[src/rtl/irqpoll_pkg.sv]
package irqpoll_pkg;

  typedef enum logic [1:0] {
    PS_IDLE = 2'd0,
    PS_CAPT = 2'd1,
    PS_PASS = 2'd2
  } poll_st_e;

endpackage

[src/rtl/irqpoll_req_ctrl.sv]
module irqpoll_req_ctrl #(
  parameter int NUM_LEVELS = 4,
  parameter int LVL_W      = 2
) (
  input  logic                  clk,
  input  logic                  clr,
  input  logic                  prep_do,
  input  logic                  prep_mask,
  input  logic [LVL_W-1:0]      prep_level,
  input  logic                  ext_irq,
  input  logic                  capture,
  output logic [NUM_LEVELS-1:0] req_q,
  output logic                  mask_q,
  output logic [LVL_W-1:0]      lvl_q,
  output logic                  pend_q
);

  logic                  mask_n;
  logic                  pend_n;
  logic [LVL_W-1:0]      lvl_n;
  logic [NUM_LEVELS-1:0] req_n;

  always_comb begin
    mask_n = prep_do ? prep_mask  : mask_q;
    lvl_n  = prep_do ? prep_level : lvl_q;
    if (capture) pend_n = 1'b0;
    else         pend_n = mask_n & (pend_q | ext_irq);
  end

  for (genvar g = 0; g < NUM_LEVELS; g++) begin : g_dec
    assign req_n[g] = pend_n && (lvl_n == LVL_W'(g));
  end

  always_ff @(posedge clk) begin
    if (clr) begin
      mask_q <= 1'b0;
      lvl_q  <= '0;
      pend_q <= 1'b0;
      req_q  <= '0;
    end else begin
      mask_q <= mask_n;
      lvl_q  <= lvl_n;
      pend_q <= pend_n;
      req_q  <= req_n;
    end
  end

  // never more than one request bit
  p_onehot_r1: assert property (@(posedge clk) disable iff (clr)
    $onehot0(req_q));

  // masked device shows no request
  p_mask_gate_r2: assert property (@(posedge clk) disable iff (clr)
    !mask_q |-> (req_q == '0));

  // active request persists without a clearing event
  p_hold_r3: assert property (@(posedge clk) disable iff (clr)
    (|req_q && !prep_do && !capture) |=> (req_q == $past(req_q)));

  // enabled prepare moves a pending request
  p_move_r5: assert property (@(posedge clk) disable iff (clr)
    (|req_q && prep_do && prep_mask && !capture)
      |=> (req_q == (NUM_LEVELS'(1) << $past(prep_level))));

endmodule

[src/rtl/irqpoll_decider.sv]
module irqpoll_decider #(
  parameter int LVL_W = 2
) (
  input  logic             clk,
  input  logic             clr,
  input  logic             id_valid,
  input  logic             id_irq,
  input  logic [LVL_W-1:0] id_level,
  input  logic [LVL_W-1:0] lvl_q,
  input  logic             pend_q,
  input  logic             mask_q,
  input  logic             ext_irq,
  input  logic             done,
  output logic             id_match,
  output logic             cap_now
);

  logic locked;
  logic dec_cap;
  logic cand;

  assign id_match = id_valid && id_irq && (id_level == lvl_q);
  assign cand     = pend_q | (ext_irq & mask_q);
  assign cap_now  = locked ? dec_cap : cand;

  always_ff @(posedge clk) begin
    if (clr) begin
      locked  <= 1'b0;
      dec_cap <= 1'b0;
    end else if (!id_match || done) begin
      locked  <= 1'b0;
    end else if (!locked) begin
      locked  <= 1'b1;
      dec_cap <= cand;
    end
  end

  // frozen decision stays fixed while the match persists
  p_frozen_r6: assert property (@(posedge clk) disable iff (clr)
    (locked && id_match && !done) |=> (locked && $stable(dec_cap)));

endmodule

[src/rtl/irqpoll_chain_fsm.sv]
module irqpoll_chain_fsm
  import irqpoll_pkg::*;
(
  input  logic clk,
  input  logic clr,
  input  logic poll_in,
  input  logic poll_ret,
  input  logic burst_ret,
  input  logic id_match,
  input  logic cap_now,
  output logic capture,
  output logic poll_out,
  output logic poll_captured
);

  poll_st_e state;
  logic     poll_q;
  logic     rise;
  logic     ret;

  assign rise    = poll_in & ~poll_q;
  assign ret     = poll_ret | burst_ret;
  assign capture = (state == PS_IDLE) && rise && id_match && cap_now;

  always_ff @(posedge clk) begin
    poll_q <= poll_in;
    if (clr) begin
      state <= PS_IDLE;
    end else begin
      case (state)
        PS_IDLE: if (rise) state <= capture ? PS_CAPT : PS_PASS;
        PS_CAPT,
        PS_PASS: if (ret) state <= PS_IDLE;
        default: state <= PS_IDLE;
      endcase
    end
  end

  assign poll_captured = (state == PS_CAPT);
  assign poll_out      = (state == PS_PASS);

  // held until a return indication
  p_hold_r8: assert property (@(posedge clk) disable iff (clr)
    (state != PS_IDLE && !ret) |=> $stable(state));

  // exclusive outcomes
  p_excl_r9: assert property (@(posedge clk) disable iff (clr)
    !(poll_out && poll_captured));

  // an edge in idle always yields an outcome
  p_edge_r9: assert property (@(posedge clk) disable iff (clr)
    (state == PS_IDLE && rise) |=> (poll_out || poll_captured));

endmodule

[src/rtl/irqpoll_node.sv]
module irqpoll_node #(
  parameter int NUM_LEVELS = 4,
  localparam int LVL_W = (NUM_LEVELS > 1) ? $clog2(NUM_LEVELS) : 1
) (
  input  logic                  clk,
  input  logic                  rst_por,
  input  logic                  rst_sys,
  input  logic                  halt_mchk,
  input  logic                  dev_reset,
  input  logic                  data_strobe,
  input  logic                  prep_valid,
  input  logic                  prep_mask,
  input  logic [LVL_W-1:0]      prep_level,
  input  logic                  ext_irq,
  input  logic                  poll_id_valid,
  input  logic                  poll_id_irq,
  input  logic [LVL_W-1:0]      poll_id_level,
  input  logic                  poll_in,
  input  logic                  poll_return,
  input  logic                  burst_return,
  output logic [NUM_LEVELS-1:0] req_in,
  output logic                  poll_captured,
  output logic                  poll_out
);

  logic             clr;
  logic             prep_do;
  logic             capture;
  logic             mask_q;
  logic             pend_q;
  logic [LVL_W-1:0] lvl_q;
  logic             id_match;
  logic             cap_now;

  assign clr     = rst_por | rst_sys | halt_mchk | (dev_reset & data_strobe);
  assign prep_do = prep_valid & data_strobe;

  irqpoll_req_ctrl #(
    .NUM_LEVELS(NUM_LEVELS),
    .LVL_W     (LVL_W)
  ) u_req (
    .clk       (clk),
    .clr       (clr),
    .prep_do   (prep_do),
    .prep_mask (prep_mask),
    .prep_level(prep_level),
    .ext_irq   (ext_irq),
    .capture   (capture),
    .req_q     (req_in),
    .mask_q    (mask_q),
    .lvl_q     (lvl_q),
    .pend_q    (pend_q)
  );

  irqpoll_decider #(
    .LVL_W(LVL_W)
  ) u_dec (
    .clk     (clk),
    .clr     (clr),
    .id_valid(poll_id_valid),
    .id_irq  (poll_id_irq),
    .id_level(poll_id_level),
    .lvl_q   (lvl_q),
    .pend_q  (pend_q),
    .mask_q  (mask_q),
    .ext_irq (ext_irq),
    .done    (poll_return | burst_return),
    .id_match(id_match),
    .cap_now (cap_now)
  );

  irqpoll_chain_fsm u_fsm (
    .clk          (clk),
    .clr          (clr),
    .poll_in      (poll_in),
    .poll_ret     (poll_return),
    .burst_ret    (burst_return),
    .id_match     (id_match),
    .cap_now      (cap_now),
    .capture      (capture),
    .poll_out     (poll_out),
    .poll_captured(poll_captured)
  );

  // every reset source empties the bus and the poll state
  p_clear_r4: assert property (@(posedge clk) disable iff (rst_por)
    clr |=> (req_in == '0 && !poll_out && !poll_captured));

  // a capture removes this node's request
  p_capclr_r7: assert property (@(posedge clk) disable iff (clr)
    capture |=> (req_in == '0));

endmodule

[config.mk]
export PLATFORM = sky130hd
export DESIGN_NAME = irqpoll_node
export DESIGN_NICKNAME = d
export VERILOG_FILES = /design/src/rtl/irqpoll_pkg.sv /design/src/rtl/irqpoll_req_ctrl.sv /design/src/rtl/irqpoll_decider.sv /design/src/rtl/irqpoll_chain_fsm.sv /design/src/rtl/irqpoll_node.sv
export SDC_FILE = /design/constraint.sdc
export NUM_CORES = 1
export LEC_CHECK = 0
export ABC_AREA = 1
export BUFFER_PORTS_ARGS = -buffer_cell sky130_fd_sc_hd__buf_4
export CAP_MARGIN = 20
export CORE_MARGIN = 2
export CORE_UTILIZATION = 35
export DETAILED_ROUTE_END_ITERATION = 8
export GPL_TIMING_DRIVEN = 0
export SLEW_MARGIN = 20
export SYNTH_ARGS = -nofsm -noshare
export SYNTH_HDL_FRONTEND = slang
export SYNTH_SLANG_ARGS = --single-unit
[constraint.sdc]
create_clock -name clk -period 1.5 [get_ports clk]
set_input_delay 0.45 -clock clk [delete_from_list [all_inputs] [get_ports clk]]
set_output_delay 0.45 -clock clk [all_outputs]
set_load 0.01 [all_outputs]
==> reports/metrics.csv <==
metric,value,unit
intPower,0.498,mW
worst_ep_required_time,1.05,ns
grt_antenna_before_repair,0,
worstSkewPairLatency,0.27,ns
critPathKind,reg2out,
routed_wl,1240,um
cp_num_buf_inv,2,
cp-start-kind,register,
post_drt_wl_per_cell,9.33,um
drc,0,
arrival,0.99,ns
finalHoldViolations,0,
die_h,47.2,um
io_pins,24,
layout-drive-gt1-share,39.8,%
clock_path_buffers,2,
die_w,47.2,um
holdPathStages,1,
cellPowerDensity,744,nW/um^2
firstDrtPassIters,2,
status,"complete, no violations",
worst_slew_pin_slew,0.360,ns
ant_nets,0,
antenna_cells,0,
dr_total_vias,577,
drv_slew,0,
synth_top_cell_by_area,dfxtp_1,
grt_pass1_wl,2150,um
drt_first_iter_violations,5,
cts_made_buffers,3,
cts.sink_count,13,
ctsHtreeMaxLevel,1,
grt_pass1_vias,565,
path_cells,inv_2 > ha_1 > buf_4,
skew,0.00403,ns
synth-seq-cells,13,
p_leak,0.378,nW
period_minus_slack,1.44,ns
final_cell_mix,"buf_4, nand2_1, nor2_1, dfxtp_1, inv_1",
syn_to_final_growth,35.6,%
grt_max_degree,9,
relSlewSlack,76.0,%
crit_cells,3,
fin_nets,130,
dpl.hpwl,993,um
path_max_fanout,3,
power.net_switching,0.161,mW
peakVddDrop,0.000454,V
yosysSeqAreaShare,39.8,%
endpoint_kind,output pin,
setup_viol,0,
yosysTopAreaCellShare,39.8,%
setup_tns,0,ns
hold_buffers,0,
fill_cells,185,
crit_family,flip-flops,
power.share.switching,24.4,%
routed_via_density,4.34,
cts_tree,done,
cap_violations,0,
timing.fmax,695,MHz
final_core_util,50.8,%
synth_cell_types,19,
rows,15,
crit_slowest_cell,dfxtp_2,
register_area,263,um^2
synth_nets,102,
seqPwrFrac,53.2,%
synth_area,653,um^2
hold_class,in2reg,
max_stage_delay,0.36,ns
port_buffers,23,
multiInputGateArea,355,um^2
cts_setup_buffers,0,
fin_crit_sh,95.9,%
synthTopCellsByArea,"dfxtp_1, nand2_1, nor2_1",
gp_congestion,0.721,
p_comb_share,14.1,%
clkTransAtPathRegs,0.08,ns
pwr-share-clk,32.7,%
fp.dieArea,2230,um^2
synthCells,81,
rsz0062_at_grt,false,
r2r_cells,6,
final_common_cell,buf_4,
grt_usage,13.8,%
start_util,37.4,%
cts-root-buf,clkbuf_4,
coreArea,1750,um^2
yosysWarnings,0,
grt_overflow_total,0,
syn_avg_cell_area,8.06,um^2
-- worst reg2reg max path: cells and delay by family, from the launching register on --
family / cells / cell delay [ns]
and+or+nand+nor: 4 / 0.54
DFF: 1 / 0.33
adders and majority gates: 1 / 0.15
buffers and inverters: 1 / 0.08
-- state kept, by name, summed over array words and instances (netlist names) --
register and flops:
u_req.lvl_q 2, u_req.req_q 4, u_req.pend_q 1, u_fsm.poll_q 1, u_req.mask_q 1, u_dec.dec_cap 1
u_fsm.state 2, u_dec.locked 1
-- path summary, 6_finish.rpt --
path	from	end	slack, ns
max reg2reg	u_fsm.state[1]$_SDFFE_PP0P_	u_req.pend_q$_SDFF_PP0_	0.31
min reg2reg	u_dec.dec_cap$_SDFFE_PP0P_	u_dec.dec_cap$_SDFFE_PP0P_	0.47
max	u_fsm.state[0]$_SDFFE_PP0P_	poll_out	0.06
min	poll_in	u_fsm.poll_q$_DFF_P_	0.28
-- timing repair --
action	CTS	global route
pin swaps	0	0
gates cloned	0	0
hold endpoints to repair	0	0
endpoints found under the setup margin	1	2
gates resized for setup	1	2
-- area by class of cell --
type                       instances  share of cell area, %
tap                               25                   3.53
clock buffer                       4                   2.97
inverter                          10                   4.24
sequential                        13                   29.7
timing repair buffer              23                   19.5
multi-input combinational         58                   40.1
-- routing by layer --
layer  wire length (um)  vias to the layer above  GRT usage [%]
met5                  0                        -              0
met3                 50                        0           4.62
met2                626                       12           22.7
li1                   -                      310              -
met1                564                      255           16.0
met4                  0                        0           6.67
-- power by group through the flow --
stage	Sequential (mW)	Combinational, mW	Clock [mW]
2_1_floorplan	0.358	0.0471	0
4_1_cts	0.350	0.0942	0.229
3_5_place_dp	0.359	0.0938	0
3_3_place_gp	0.359	0.0929	0
5_1_grt	0.351	0.104	0.238
6_report	0.350	0.0931	0.215
-- per-stage QoR --
stage | worst slack (ns) | power, mW | area (um^2) | std cells | hold slack, ns
finish | 0.0613 | 0.659 | 886 | 133 | 0.283
global route | 0.0145 | 0.693 | 886 | 133 | 0.276
CTS | 0.00392 | 0.673 | 885 | 133 | 0.272
detailed placement | 0.173 | 0.452 | 857 | 129 | 0.460
global placement | 0.191 | 0.451 | 857 | 129 | 0.452
floorplan | 0.391 | 0.405 | 653 | 81 | 0.440
-- logic make-up after synthesis --
logic type / synth area share [%]
flip-flops: 39.8
adder cells (fa/ha/maj): 5.75
buffers and inverters: 5.75
AND/OR/NAND/NOR: 39.7
AO/OA/AOI/OAI: 9.00
-- cells in the mapped netlist, drive strengths merged --
master,n
nand2,21
nor2,15
dfxtp,13
inv,10
nand3,7
a21oi,4
o21ai,4
ha,3
and2,1
nand4,1
nor3,1
nor3b,1
Power figures use the tool's default switching activity.
